File: src/rtl/sysref_pkg.sv
package sysref_pkg;
  typedef enum logic [1:0] {
    MODE_SINGLE     = 2'd0,
    MODE_NSHOT      = 2'd1,
    MODE_CONT       = 2'd2,
    MODE_SINGLE_ALT = 2'd3
  } sysref_mode_e;
endpackage

File: src/rtl/sysref_trig_front.sv
module sysref_trig_front (
  input  logic clk,
  input  logic rst_ni,
  input  logic req_in,
  input  logic sw_start,
  output logic trig,
  output logic run_lvl
);
  logic req_s1_q, req_s2_q, req_s3_q, sw_q;
  logic req_s1_d, req_s2_d, req_s3_d, sw_d;

  always_comb begin
    req_s1_d = req_in;
    req_s2_d = req_s1_q;
    req_s3_d = req_s2_q;
    sw_d     = sw_start;
  end

  always_ff @(posedge clk or negedge rst_ni) begin
    if (!rst_ni) begin
      req_s1_q <= 1'b0;
      req_s2_q <= 1'b0;
      req_s3_q <= 1'b0;
      sw_q     <= 1'b0;
    end else begin
      req_s1_q <= req_s1_d;
      req_s2_q <= req_s2_d;
      req_s3_q <= req_s3_d;
      sw_q     <= sw_d;
    end
  end

  assign trig    = (req_s2_q & ~req_s3_q) | (sw_start & ~sw_q);
  assign run_lvl = req_s2_q | sw_start;


  req_edge_src_chk: assert property (@(posedge clk) disable iff (!rst_ni)
    (req_s2_q && !req_s3_q) |-> $past(req_in, 2));
endmodule

File: src/rtl/sysref_phase_timer.sv
module sysref_phase_timer #(
  parameter int DIV_W = 8
) (
  input  logic             clk,
  input  logic             rst_ni,
  input  logic             start_i,
  input  logic             restart_i,
  input  logic             stop_i,
  input  logic [DIV_W-1:0] half_i,
  output logic             period_end_o,
  output logic             hi_o
);
  localparam int CW = DIV_W + 1;

  logic [CW-1:0] cnt_q, cnt_d;
  logic          hi_q, hi_d;
  logic          act_q, act_d;
  logic [CW-1:0] cnt_inc;
  logic [CW-1:0] per_last;
  logic          cnt_en;

  assign cnt_inc  = cnt_q + CW'(1);
  assign per_last = {half_i, 1'b0} - CW'(1);
  assign cnt_en   = start_i | restart_i | stop_i | act_q;

  always_comb begin
    cnt_d = cnt_q;
    hi_d  = hi_q;
    act_d = act_q;
    if (start_i || restart_i) begin
      cnt_d = '0;
      hi_d  = 1'b1;
      act_d = 1'b1;
    end else if (stop_i) begin
      cnt_d = '0;
      hi_d  = 1'b0;
      act_d = 1'b0;
    end else if (act_q) begin
      cnt_d = cnt_inc;
      hi_d  = (cnt_inc < {1'b0, half_i});
    end
  end

  always_ff @(posedge clk or negedge rst_ni) begin
    if (!rst_ni) begin
      cnt_q <= '0;
      hi_q  <= 1'b0;
      act_q <= 1'b0;
    end else if (cnt_en) begin
      cnt_q <= cnt_d;
      hi_q  <= hi_d;
      act_q <= act_d;
    end
  end

  assign period_end_o = act_q && (cnt_q == per_last);
  assign hi_o         = hi_q;


  hi_within_half_chk: assert property (@(posedge clk) disable iff (!rst_ni)
    (hi_q && act_q) |-> (cnt_q < {1'b0, half_i}));

  end_is_low_chk: assert property (@(posedge clk) disable iff (!rst_ni)
    period_end_o |-> !hi_q);
endmodule

File: src/rtl/sysref_burst_ctrl.sv
module sysref_burst_ctrl
  import sysref_pkg::*;
#(
  parameter int CNT_W = 8,
  parameter int DIV_W = 8
) (
  input  logic             clk,
  input  logic             rst_ni,
  input  logic             trig_i,
  input  logic             run_lvl_i,
  input  logic [1:0]       mode_i,
  input  logic [CNT_W-1:0] count_i,
  input  logic [DIV_W-1:0] div_i,
  input  logic             period_end_i,
  input  logic             pulse_i,
  output logic             start_o,
  output logic             restart_o,
  output logic             stop_o,
  output logic [DIV_W-1:0] half_o,
  output logic             busy_o
);
  localparam int RW = CNT_W + 1;

  sysref_mode_e     mode_q, mode_d;
  logic             busy_q, busy_d;
  logic [CNT_W-1:0] left_q, left_d;
  logic [CNT_W-1:0] total_q, total_d;
  logic [DIV_W-1:0] half_q, half_d;
  logic             accept, last, cfg_en;
  logic [CNT_W-1:0] cnt_eff;

  assign cnt_eff = (count_i == '0) ? CNT_W'(1) : count_i;
  assign accept  = trig_i & ~busy_q;

  always_comb begin
    case (mode_q)
      MODE_NSHOT: last = (left_q <= CNT_W'(1));
      MODE_CONT:  last = ~run_lvl_i;
      default:    last = 1'b1;
    endcase
  end

  assign start_o   = accept;
  assign restart_o = busy_q & period_end_i & ~last;
  assign stop_o    = busy_q & period_end_i & last;
  assign cfg_en    = accept | restart_o | stop_o;

  always_comb begin
    mode_d  = mode_q;
    busy_d  = busy_q;
    left_d  = left_q;
    total_d = total_q;
    half_d  = half_q;
    if (accept) begin
      mode_d  = sysref_mode_e'(mode_i);
      busy_d  = 1'b1;
      left_d  = cnt_eff;
      total_d = cnt_eff;
      half_d  = (div_i == '0) ? DIV_W'(1) : div_i;
    end else if (restart_o) begin
      if (mode_q == MODE_NSHOT) left_d = left_q - CNT_W'(1);
    end else if (stop_o) begin
      busy_d = 1'b0;
    end
  end

  always_ff @(posedge clk or negedge rst_ni) begin
    if (!rst_ni) begin
      mode_q  <= MODE_SINGLE;
      busy_q  <= 1'b0;
      left_q  <= '0;
      total_q <= '0;
      half_q  <= DIV_W'(1);
    end else if (cfg_en) begin
      mode_q  <= mode_d;
      busy_q  <= busy_d;
      left_q  <= left_d;
      total_q <= total_d;
      half_q  <= half_d;
    end
  end

  assign half_o = half_q;
  assign busy_o = busy_q;

  // Checker state: rising edges of the pulse seen within one train
  logic          pulse_q;
  logic [RW-1:0] rise_cnt_q;
  logic          pulse_rise;
  assign pulse_rise = pulse_i & ~pulse_q;

  always_ff @(posedge clk or negedge rst_ni) begin
    if (!rst_ni) begin
      pulse_q    <= 1'b0;
      rise_cnt_q <= '0;
    end else begin
      pulse_q <= pulse_i;
      if (accept) rise_cnt_q <= '0;
      else if (pulse_rise && (rise_cnt_q != '1)) rise_cnt_q <= rise_cnt_q + RW'(1);
    end
  end


  busy_from_trig_chk: assert property (@(posedge clk) disable iff (!rst_ni)
    $rose(busy_q) |-> $past(trig_i));

  idle_quiet_chk: assert property (@(posedge clk) disable iff (!rst_ni)
    !busy_q |-> !pulse_i);

  no_runt_chk: assert property (@(posedge clk) disable iff (!rst_ni)
    $fell(busy_q) |-> !$past(pulse_i));

  single_once_chk: assert property (@(posedge clk) disable iff (!rst_ni)
    (busy_q && (mode_q == MODE_SINGLE || mode_q == MODE_SINGLE_ALT)) |-> (rise_cnt_q <= RW'(1)));

  nshot_limit_chk: assert property (@(posedge clk) disable iff (!rst_ni)
    (busy_q && mode_q == MODE_NSHOT) |-> (rise_cnt_q <= {1'b0, total_q}));
endmodule

File: src/rtl/sysref_pulse_gen.sv
module sysref_pulse_gen #(
  parameter int CNT_W = 8,
  parameter int DIV_W = 8
) (
  input  logic             clk,
  input  logic             rst_n,
  input  logic [1:0]       mode_sel,
  input  logic [CNT_W-1:0] pulse_count,
  input  logic [DIV_W-1:0] period_div,
  input  logic             req_in,
  input  logic             sw_start,
  output logic             pulse_out,
  output logic             busy
);
  logic rst_s1_q, rst_s2_q;

  always_ff @(posedge clk or negedge rst_n) begin
    if (!rst_n) begin
      rst_s1_q <= 1'b0;
      rst_s2_q <= 1'b0;
    end else begin
      rst_s1_q <= 1'b1;
      rst_s2_q <= rst_s1_q;
    end
  end

  logic             trig, run_lvl;
  logic             start, restart, stop, period_end, hi;
  logic [DIV_W-1:0] half;

  sysref_trig_front u_front (
    .clk      (clk),
    .rst_ni   (rst_s2_q),
    .req_in   (req_in),
    .sw_start (sw_start),
    .trig     (trig),
    .run_lvl  (run_lvl)
  );

  sysref_burst_ctrl #(.CNT_W(CNT_W), .DIV_W(DIV_W)) u_ctrl (
    .clk          (clk),
    .rst_ni       (rst_s2_q),
    .trig_i       (trig),
    .run_lvl_i    (run_lvl),
    .mode_i       (mode_sel),
    .count_i      (pulse_count),
    .div_i        (period_div),
    .period_end_i (period_end),
    .pulse_i      (hi),
    .start_o      (start),
    .restart_o    (restart),
    .stop_o       (stop),
    .half_o       (half),
    .busy_o       (busy)
  );

  sysref_phase_timer #(.DIV_W(DIV_W)) u_timer (
    .clk          (clk),
    .rst_ni       (rst_s2_q),
    .start_i      (start),
    .restart_i    (restart),
    .stop_i       (stop),
    .half_i       (half),
    .period_end_o (period_end),
    .hi_o         (hi)
  );

  assign pulse_out = hi;
endmodule

File: config.mk
export PLATFORM = sky130hd
export DESIGN_NAME = sysref_pulse_gen
export DESIGN_NICKNAME = d
export VERILOG_FILES = /design/src/rtl/sysref_pkg.sv /design/src/rtl/sysref_trig_front.sv /design/src/rtl/sysref_phase_timer.sv /design/src/rtl/sysref_burst_ctrl.sv /design/src/rtl/sysref_pulse_gen.sv
export SDC_FILE = /design/constraint.sdc
export NUM_CORES = 1
export LEC_CHECK = 0
export BUFFER_PORTS_ARGS = -buffer_cell sky130_fd_sc_hd__buf_4
export CORE_MARGIN = 1.5
export CORE_UTILIZATION = 50
export CTS_BUF_LIST = sky130_fd_sc_hd__clkbuf_2
export CTS_CLUSTER_SIZE = 25
export DETAILED_ROUTE_END_ITERATION = 10
export GPL_TIMING_DRIVEN = 0
export PLACE_DENSITY = 0.67
export SYNTH_ARGS = -nofsm -noshare
export SYNTH_HDL_FRONTEND = slang
export SYNTH_SLANG_ARGS = --single-unit
File: constraint.sdc
create_clock -name clk -period 1.4 [get_ports clk]
set_clock_uncertainty 0.15 [all_clocks]
set_input_delay 0.07 -clock clk [delete_from_list [all_inputs] [get_ports clk]]
set_output_delay 0.07 -clock clk [all_outputs]
set_load 0.02 [all_outputs]
==> impl_results.md, run 1 <==
* Syn nets at 273
* Synth unique cells at 48
* Final global-route overflow total at 0
* Final nets at 349
* Failing checks: setup timing
* Vias in the first global route at 1989
* Detailed-route via count at 2016
* IO Pins at 24
* Source of the worst hold timing path: req_in
* Quantity of I/O buffers inserted on ports at 23
* Pin count of the biggest net entering global routing at 35
* Num CTS Buffers at 5
* Area Overhead vs Synth at 49.7%
* DRC errors left at 0
* Series of cell instances along the critical path: buf_6 > or4_4 > nor2_4 > nand4b_1 > and3_4 > buf_6 > or4_4 > a31oi_4
* Pre-CTS setup slack at -1.24 ns
* Leakage power summed over all cells at 1.43 nW
* Worst slew margin relative to its limit at 0.487
* Global routing usage summed across all routing layers at 0.238
* Capturing element type of the critical path: flop
* Final standard cell utilization of the core at 0.800
* Power density over the cells at 1950 nW/um^2
* Mean number of vias per cell at 5.52
* Gate family responsible for the most delay along the worst path: simple AND/OR/NAND/NOR gates
* Skew-Pair Late Insertion Delay at 0.40 ns
* Cells taking the most area after synthesis: sky130_fd_sc_hd__dfrtp_1, sky130_fd_sc_hd__ha_1, sky130_fd_sc_hd__xor2_1
* Data required time of the critical path at 1.59 ns
* Clock-pin slew reported for the worst setup and hold paths after clock tree synthesis at 0.20 ns
* Worst IR drop on VDD at 1.60 mV
* Slowest cell on the critical path: sky130_fd_sc_hd__or4_4
* Final WS setup at -1.08 ns
* Share of the clock period used by the worst path at 1.77
* Async SR Flop Fraction at 1.00
* Max-cap violations at 0
* Seq/Total Area, Yosys at 0.413
* Number of cells on the worst hold path at 2
* Top FF cell, synth: sky130_fd_sc_hd__dfrtp_1
* Router iterations before antenna repair at 4
* Iter 0 DRT Violations at 221
* Class of the worst hold path: in2reg
* Aggregate routed wire length at 5780 um
* Outcome: finished, violations left
* Clock period minus final worst setup slack at 2.48 ns
* Mean area per synthesized cell at 9.17 sq um
* Critical path arrival at 2.67 ns
* Initial Util at 0.534
* Endpoint of the worst hold-timing path: u_front.req_s1_q
* Antenna diode count at 0
* Setup repair after global routing missed its margin: true
* Number of cell rows at 23
* Number of nets with antenna violations after routing at 0
* Fmax at 403 MHz
* Flop and latch count out of synthesis at 36
* Count of buffer and inverter cells on the critical path at 2
* Floorplan die area at 4770 sq um
* Die extent in y at 69.1 um
* Count of H-tree levels built during CTS at 2
* Number of buffers between clock root and the deepest sink at 2
* Post-synthesis cell type with the largest combined area: sky130_fd_sc_hd__dfrtp_1
* Leading cell types in the layout, fill and taps excluded: sky130_fd_sc_hd__buf_4, sky130_fd_sc_hd__dfrtp_1, sky130_fd_sc_hd__dlygate4sd3_1
* Slowest cell delay on critical path at 0.54 ns
* Final-report hold violation count at 0
* TritonCTS sink count at 36
* Worst-Margin Slew at 0.770 ns
* Top cell type's share of synthesized area at 0.401
* Total core area at 4090 sq um
* Total number of cells along the worst setup path at 8
* Number of warnings issued by yosys at 0
* Buffer type at the clock tree root: sky130_fd_sc_hd__clkbuf_2
* Synthesized area at 2180 sq um
* Number of antenna violations at the first check in global routing at 0
* Final Setup Violations at 30
* DIE WIDTH at 69.1 um
* CTS tree: yes
* Worst Path Max Fanout at 5
* Count of flip-flops with a built-in enable after synthesis at 0
* Worst setup SP type: flop
* Estimated wirelength of the detail-placed design at 3400 um
* Fraction of final layout cells sized beyond drive strength 1 at 0.375
* Average wire per standard cell at 15.8 um
* Number of instances in the synthesized netlist at 238
* First-pass GRT wire length at 9060 um
* Number of max-slew violations in the final report at 0
* Startpoint-to-endpoint class of the critical path: reg2reg
* Length in cells of the worst reg-to-reg path at 8
* Commonest non-fill, non-tap cell in the layout: sky130_fd_sc_hd__buf_4
* RePlAce Congestion at 0.852
* Reg2Reg Setup Slack at -1.08 ns
* Reg-to-reg critical path startpoint: u_ctrl.half_o[0]
* Worst R2R End: u_ctrl.left_q[2]
==> stage by stage <==
stage	setup TNS (ns)	cells	cell area (sq um)	power, W	hold slack (ns)
floorplan	-16.38	238	2220	0.00383	-0.376
global placement	-33.86	311	2460	0.00436	-0.295
detailed placement	-25.06	311	2460	0.00443	-0.295
CTS	-20.65	357	3020	0.00571	0.127
global route	-24.57	365	3270	0.00684	0.124
finish	-21.69	365	3270	0.00636	0.166
==> how the worst max path moves through the flow <==
| stage | startpoint | endpoint | slack, ns |
|---|---|---|---|
| after CTS | u_ctrl.half_o[0] | u_ctrl.left_q[4] | -1.07 |
| after global placement | u_ctrl.half_o[0] | u_ctrl.busy_o | -1.24 |
| final | u_ctrl.half_o[0] | u_ctrl.left_q[2] | -1.08 |
| after detailed placement | u_ctrl.half_o[0] | u_timer.act_q | -1.24 |
| after floorplan | u_ctrl.half_o[0] | u_ctrl.left_q[6] | -0.97 |
| after global routing | u_timer.cnt_q[1] | u_timer.hi_o | -1.22 |
==> area by class of cell <==
type,count,area [sq um]
Fill cell,258,818
Inverter,16,62.6
Clock inverter,2,35.0
Clock buffer,6,30.0
Tap cell,50,62.6
Sequential cell,36,906
Buffer,10,92.6
Multi-Input combinational cell,176,1450
Timing Repair Buffer,69,632
==> cell usage after synthesis, drive strengths merged (2+ instances only) <==
master	n
nor2	24
xor2	15
or3	3
o31ai	6
a31oi	6
dfrtp	35
a21o	2
xnor2	9
o31a	3
clkbuf	8
nand4	2
o21a	3
buf	2
ha	13
inv	16
nand2b	2
nor4	4
and3	7
a21oi	3
nor3	6
a2111oi	2
o21ai	16
nand3	6
nand2	20
nor2b	2
or4	8
==> logic make-up after synthesis <==
logic type | Yosys count | share of synthesized area
simple gates | 90 | 0.214
compound gates | 47 | 0.147
flops | 36 | 0.413
buf+inv | 26 | 0.0487
xor+xnor | 24 | 0.0963
fa+ha+maj | 13 | 0.0745
other cells | 1 | 0.00172
mux | 1 | 0.00458
==> metal layers <==
metal / global-route usage / vias to the layer above / wire length [um]
met5: 0 / - / 0
met4: 0.0632 / 0 / 67
met3: 0.0439 / 7 / 179
met2: 0.392 / 47 / 2880
met1: 0.322 / 970 / 2660
li1: - / 992 / -
==> repair_timing <==
item / 4_1_cts / 5_1_grt
hold buffers: 22 / 0
hold endpoints to repair: 22 / 0
pin swaps: 16 / 21
setup buffers: 11 / 9
cloned: 5 / 0
setup endpoints to repair: 30 / 30
gates resized for setup: 36 / 58
==> power breakdown <==
| part | internal, W | total (W) | leakage (nW) | switching (W) |
|---|---|---|---|---|
| combinational | 0.00191 | 0.00373 | 0.975 | 0.00182 |
| sequential | 0.00145 | 0.00196 | 0.416 | 0.000510 |
| clock | 0.000308 | 0.000674 | 0.0430 | 0.000366 |
==> registers in the layout, summed over array words and instances (netlist names), 2 cells and up <==
register and count:
u_timer.cnt_q 9, u_ctrl.half_o 8, u_ctrl.left_q 8, u_ctrl.mode_q 2
Power figures use the tool's default switching activity.
==> inputs of run 2 (changes only) <==
--- a/config.mk
+++ b/config.mk
@@ -13,6 +13,8 @@
 export DETAILED_ROUTE_END_ITERATION = 10
 export GPL_TIMING_DRIVEN = 0
 export PLACE_DENSITY = 0.67
+export RECOVER_POWER = 50
+export REMOVE_ABC_BUFFERS = 1
 export SYNTH_ARGS = -nofsm -noshare
 export SYNTH_HDL_FRONTEND = slang
 export SYNTH_SLANG_ARGS = --single-unit
==> impl_results.md, run 2 (synthesized netlist as in run 1, its figures left out) <==
* Global routing usage summed across all routing layers at 0.249
* Final global-route overflow total at 0
* Area Overhead vs Synth at 48.3%
* Detailed-route via count at 2074
* Capturing element type of the critical path: flop
* Hold-fix buffer count after cts at 22
* Reg2Reg Setup Slack at -1.04 ns
* Number of antenna violations at the first check in global routing at 0
* Share of the clock period used by the worst path at 1.74
* Fraction of final layout cells sized beyond drive strength 1 at 0.372
* Iter 0 DRT Violations at 224
* Num CTS Buffers at 5
* Max reg flops at 9
* Final WS setup at -1.04 ns
* Commonest non-fill, non-tap cell in the layout: sky130_fd_sc_hd__buf_4
* DRC errors left at 0
* Worst hold slack at -0.0874 ns
* RePlAce Congestion at 0.801
* Mean number of vias per cell at 5.73
* TritonCTS sink count at 36
* Skew-Pair Late Insertion Delay at 0.43 ns
* Worst Path Max Fanout at 5
* Length in cells of the worst reg-to-reg path at 9
* Die extent in y at 69.1 um
* Startpoint of the worst setup timing path: u_ctrl.half_o[0]
* Estimated wirelength of the detail-placed design at 3260 um
* Setup repair after global routing missed its margin: true
* Source of the worst hold timing path: period_div[5]
* Fmax at 409 MHz
* Antenna diode count at 0
* DIE WIDTH at 69.1 um
* Number of nets with antenna violations after routing at 0
* Aggregate routed wire length at 6230 um
* Class of the worst hold path: in2reg
* Number of max-slew violations in the final report at 0
* Placed instance count at 301
* CTS tree: yes
* Final-report hold violation count at 1
* Post-route setup TNS at -19.11 ns
* Worst setup SP type: flop
* Vias in the first global route at 1997
* Critical path arrival at 2.60 ns
* Power density over the cells at 2020 nW/um^2
* Worst IR drop on VDD at 1.15 mV
* Max-cap violations at 0
* Number of standard cells in the final layout excluding fillers at 362
* Initial Util at 0.534
* Worst-Margin Slew at 0.774 ns
* Final nets at 346
* Startpoint-to-endpoint class of the critical path: reg2reg
* Termination of the worst setup path: u_ctrl.left_q[7]
* Worst R2R End: u_ctrl.left_q[7]
* Leakage power summed over all cells at 1.40 nW
* Pin count of the biggest net entering global routing at 35
* Router iterations before antenna repair at 4
* Clock-pin slew reported for the worst setup and hold paths after clock tree synthesis at 0.22 ns
* Number of buffers between clock root and the deepest sink at 2
* Data required time of the critical path at 1.56 ns
* Total core area at 4090 sq um
* First-pass GRT wire length at 9490 um
* Outcome: finished, violations left
* Number of cell rows at 23
* Buffer type at the clock tree root: sky130_fd_sc_hd__clkbuf_2
* Clock period minus final worst setup slack at 2.44 ns
* Worst slew margin relative to its limit at 0.484
* Quantity of I/O buffers inserted on ports at 23
* Fillers at 253
* IO Pins at 24
* Floorplan die area at 4770 sq um
* Largest register by flop count: u_timer.cnt_q
* Final Setup Violations at 27
* Count of H-tree levels built during CTS at 2
* Average wire per standard cell at 17.2 um
* Leading cell types in the layout, fill and taps excluded: sky130_fd_sc_hd__buf_4, sky130_fd_sc_hd__dfrtp_1, sky130_fd_sc_hd__dlygate4sd3_1
* Failing checks: hold timing, setup timing
* Reg-to-reg critical path startpoint: u_ctrl.half_o[0]
-- run 2: cell types whose count changed in the layout (fill, tap and decap cells not counted), moves of 3 or more --
cell | previous run | this run
sky130_fd_sc_hd__clkbuf_1 | 4 | 0
sky130_fd_sc_hd__buf_6 | 10 | 6
sky130_fd_sc_hd__o21ai_2 | 7 | 3
sky130_fd_sc_hd__nor2_1 | 16 | 21
sky130_fd_sc_hd__buf_4 | 38 | 43
sky130_fd_sc_hd__o21ai_1 | 5 | 8
sky130_fd_sc_hd__ha_1 | 11 | 8
sky130_fd_sc_hd__nor2_2 | 7 | 3
-- run 2: final cells by class --
class,instances,area (sq um),area share
Clock buffer,5,25.0,0.00773
Multi-Input combinational cell,179,1500,0.463
Sequential cell,36,908,0.281
Tap cell,50,62.6,0.0193
Inverter,16,60.1,0.0186
Clock inverter,3,42.5,0.0131
Timing Repair Buffer,73,638,0.197
-- run 2: critical path, stage by stage, from the launching register on --
cell	delay, ns
sky130_fd_sc_hd__dfstp_2	0.62
sky130_fd_sc_hd__inv_2	0.07
sky130_fd_sc_hd__ha_4	0.22
sky130_fd_sc_hd__xnor2_2	0.14
sky130_fd_sc_hd__nor3_1	0.13
sky130_fd_sc_hd__and4b_2	0.35
sky130_fd_sc_hd__nand2_4	0.10
sky130_fd_sc_hd__buf_4	0.15
sky130_fd_sc_hd__o31ai_2	0.29
sky130_fd_sc_hd__a31oi_4	0.12
-- run 2: metal layers --
metal	track usage	share of wire
met1	0.340	0.44
met5	0	0
met4	0.0850	0.017
met3	0.0512	0.042
met2	0.394	0.50
-- run 2: metrics by stage --
| stage | setup slack (ns) | utilization | cell area (sq um) | power, W |
|---|---|---|---|---|
| CTS | -1.00 | 0.742 | 3030 | 0.00596 |
| finish | -1.04 | 0.792 | 3240 | 0.00653 |
| detailed placement | -1.37 | 0.581 | 2370 | 0.00425 |
| global placement | -1.33 | 0.581 | 2370 | 0.00419 |
| global route | -1.13 | 0.792 | 3240 | 0.00696 |
| floorplan | -1.03 | - | 2140 | 0.00366 |
-- run 2: what timing repair did --
item	in CTS	in global routing
gates cloned	3	0
buffers inserted	21	7
hold endpoints to repair	22	1
setup endpoints to repair	64	31
pin swaps	32	24
resized for setup	37	44
-- run 2: worst min path at each step --
| stage | endpoint | slack (ns) | depth (start not counted) |
|---|---|---|---|
| after floorplan | rst_s1_q | -0.38 | 0 |
| after global placement | rst_s1_q | -0.30 | 1 |
| final | u_ctrl.half_o[0] | -0.09 | 5 |
| after global routing | u_ctrl.half_o[0] | -0.07 | 5 |
| after CTS | u_ctrl.half_o[0] | -0.002 | 5 |
| after detailed placement | rst_s1_q | -0.29 | 1 |
-- run 2: report_power, final --
| group | total, W | switching [W] | internal, W |
|---|---|---|---|
| Sequential | 0.00203 | 0.000573 | 0.00146 |
| Clock | 0.000709 | 0.000411 | 0.000298 |
| Combinational | 0.00379 | 0.00187 | 0.00191 |
| Total | 0.00653 | 0.00286 | 0.00367 |
==> inputs of run 3 (changes only) <==
--- a/config.mk
+++ b/config.mk
@@ -7,12 +7,12 @@
 export LEC_CHECK = 0
 export BUFFER_PORTS_ARGS = -buffer_cell sky130_fd_sc_hd__buf_4
 export CORE_MARGIN = 1.5
-export CORE_UTILIZATION = 50
+export CORE_UTILIZATION = 29
 export CTS_BUF_LIST = sky130_fd_sc_hd__clkbuf_2
 export CTS_CLUSTER_SIZE = 25
 export DETAILED_ROUTE_END_ITERATION = 10
 export GPL_TIMING_DRIVEN = 0
-export PLACE_DENSITY = 0.67
+export PLACE_DENSITY = 0.42
 export RECOVER_POWER = 50
 export REMOVE_ABC_BUFFERS = 1
 export SYNTH_ARGS = -nofsm -noshare
==> impl_results.md, run 3 (synthesized netlist as in run 1, its figures left out) <==
* Number of nets with antenna violations after routing at 0
* Area Overhead vs Synth at 49.9%
* Worst-Margin Slew at 0.768 ns
* Max-cap violations at 0
* Startpoint-to-endpoint class of the critical path: reg2reg
* Detailed-route via count at 1938
* Setup repair after global routing missed its margin: true
* Initial Util at 0.301
* Global routing usage summed across all routing layers at 0.141
* Fraction of final layout cells sized beyond drive strength 1 at 0.351
* Final-report hold violation count at 0
* Number of cells on the worst hold path at 2
* Slowest cell delay on critical path at 0.61 ns
* Floorplan die area at 8060 sq um
* Post-route setup TNS at -18.95 ns
* Worst Path Max Fanout at 6
* Iter 0 DRT Violations at 123
* Number of antenna violations at the first check in global routing at 0
* Max reg flops at 9
* Final WS setup at -1.01 ns
* DRC errors left at 0
* Number of cell rows at 31
* Quantity of I/O buffers inserted on ports at 23
* TritonCTS sink count at 36
* Pin count of the biggest net entering global routing at 35
* Clock-pin slew reported for the worst setup and hold paths after clock tree synthesis at 0.22 ns
* Die extent in y at 89.8 um
* IO Pins at 24
* Slowest cell on the critical path: sky130_fd_sc_hd__dfstp_2
* Standard cell area after detailed placement at 2440 sq um
* Router iterations before antenna repair at 4
* Worst setup SP type: flop
* Fmax at 415 MHz
* Largest register by flop count: u_timer.cnt_q
* Leakage power summed over all cells at 1.40 nW
* RePlAce Congestion at 0.695
* Series of cell instances along the critical path: inv_2 > ha_4 > xnor2_1 > nor3_1 > and4b_2 > nand2_4 > or4_4 > a31oi_4
* Number of buffers between clock root and the deepest sink at 2
* Num CTS Buffers at 5
* Antenna diode count at 0
* Worst slew margin relative to its limit at 0.488
* Final Cell Area at 3270 sq um
* Commonest non-fill, non-tap cell in the layout: sky130_fd_sc_hd__buf_4
* Number of max-slew violations in the final report at 0
* Detail Route met2 WL at 2740 um
* Total chip power at 0.00615 W
* Leading cell types in the layout, fill and taps excluded: sky130_fd_sc_hd__buf_4, sky130_fd_sc_hd__dfrtp_1, sky130_fd_sc_hd__nor2_1, sky130_fd_sc_hd__dlygate4sd3_1, sky130_fd_sc_hd__xor2_1
* First-pass GRT wire length at 9250 um
* Failing checks: setup timing
* Buffer type at the clock tree root: sky130_fd_sc_hd__clkbuf_2
* Length in cells of the worst reg-to-reg path at 8
* Share of the clock period used by the worst path at 1.72
* Class of the worst hold path: in2reg
* Aggregate routed wire length at 5590 um
* Pre-CTS setup slack at -1.39 ns
* Data required time of the critical path at 1.55 ns
* Power density over the cells at 1880 nW/um^2
* Highest metal layer with signal wires: met4
* Clock period minus final worst setup slack at 2.41 ns
* Total core area at 7250 sq um
* Outcome: finished, violations left
* Estimated wirelength of the detail-placed design at 3560 um
* Mean number of vias per cell at 4.70
* Final Setup Violations at 21
* CTS tree: yes
* Critical path arrival at 2.56 ns
* Met3 Wirelength at 122 um
* Final global-route overflow total at 0
* Average wire per standard cell at 13.6 um
* Skew-Pair Late Insertion Delay at 0.39 ns
* DIE WIDTH at 89.8 um
* Met1 Routed Length at 2670 um
* Count of H-tree levels built during CTS at 2
* Vias in the first global route at 1930
* Final nets at 347
* Capturing element type of the critical path: flop
* Worst IR drop on VDD at 0.953 mV
-- run 3: report_power, final --
part	switching, W	leakage, nW	internal [W]
clock	0.000379	0.0390	0.000298
sequential	0.000578	0.413	0.00146
combinational	0.00161	0.948	0.00183
-- run 3: path summary, 6_finish.rpt --
path                                    endpoint              from  slack [ns]
worst max-delay path            u_ctrl.left_q[2]  u_ctrl.half_o[0]       -1.01
worst min-delay path            u_front.req_s1_q            req_in        0.17
worst max register to register  u_ctrl.left_q[2]  u_ctrl.half_o[0]       -1.01
worst min register to register      u_timer.hi_o          rst_s2_q        0.21
max in group asynchronous       u_ctrl.left_q[0]          rst_s2_q        0.32
min in group asynchronous           u_timer.hi_o          rst_s2_q        0.21
-- run 3: routing by layer --
metal	vias up	GRT usage
li1	987	-
met1	928	0.188
met2	19	0.237
met3	4	0.0279
met4	0	0.0317
met5	-	0
-- run 3: metrics by stage --
step                       util  hold slack [ns]  std cells
final                     0.451            0.170        412
after floorplan               -           -0.376        228
after global routing      0.451            0.136        412
after global placement    0.336           -0.297        350
after detailed placement  0.336           -0.297        350
after CTS                 0.417            0.120        398
-- run 3: what timing repair did --
item,in CTS,in global routing
setup buffers,16,13
hold buffers,22,0
pin swaps,19,10
endpoints found under the hold margin,22,0
endpoints found under the setup margin,30,31
gates cloned,2,1
resized for setup,31,37
-- run 3: final cells by class --
cell class / instances / area, sq um
well taps: 99 / 124
clock buffers: 5 / 25.0
fillers: 721 / 3980
inverters: 16 / 60.1
repair buffers: 75 / 677
flip-flops and latches: 36 / 911
clock inverters: 3 / 42.5
multi-input cells: 178 / 1430
-- run 3: worst max-delay path, delay by kind of cell, from the launching register on --
kind,cells,cell delay (ns)
adder cells (fa/ha/maj),1,0.21
XOR/XNOR,1,0.12
AND/OR/NAND/NOR,4,1.00
flip-flops,1,0.61
buffers and inverters,1,0.06
AO/OA/AOI/OAI,1,0.19
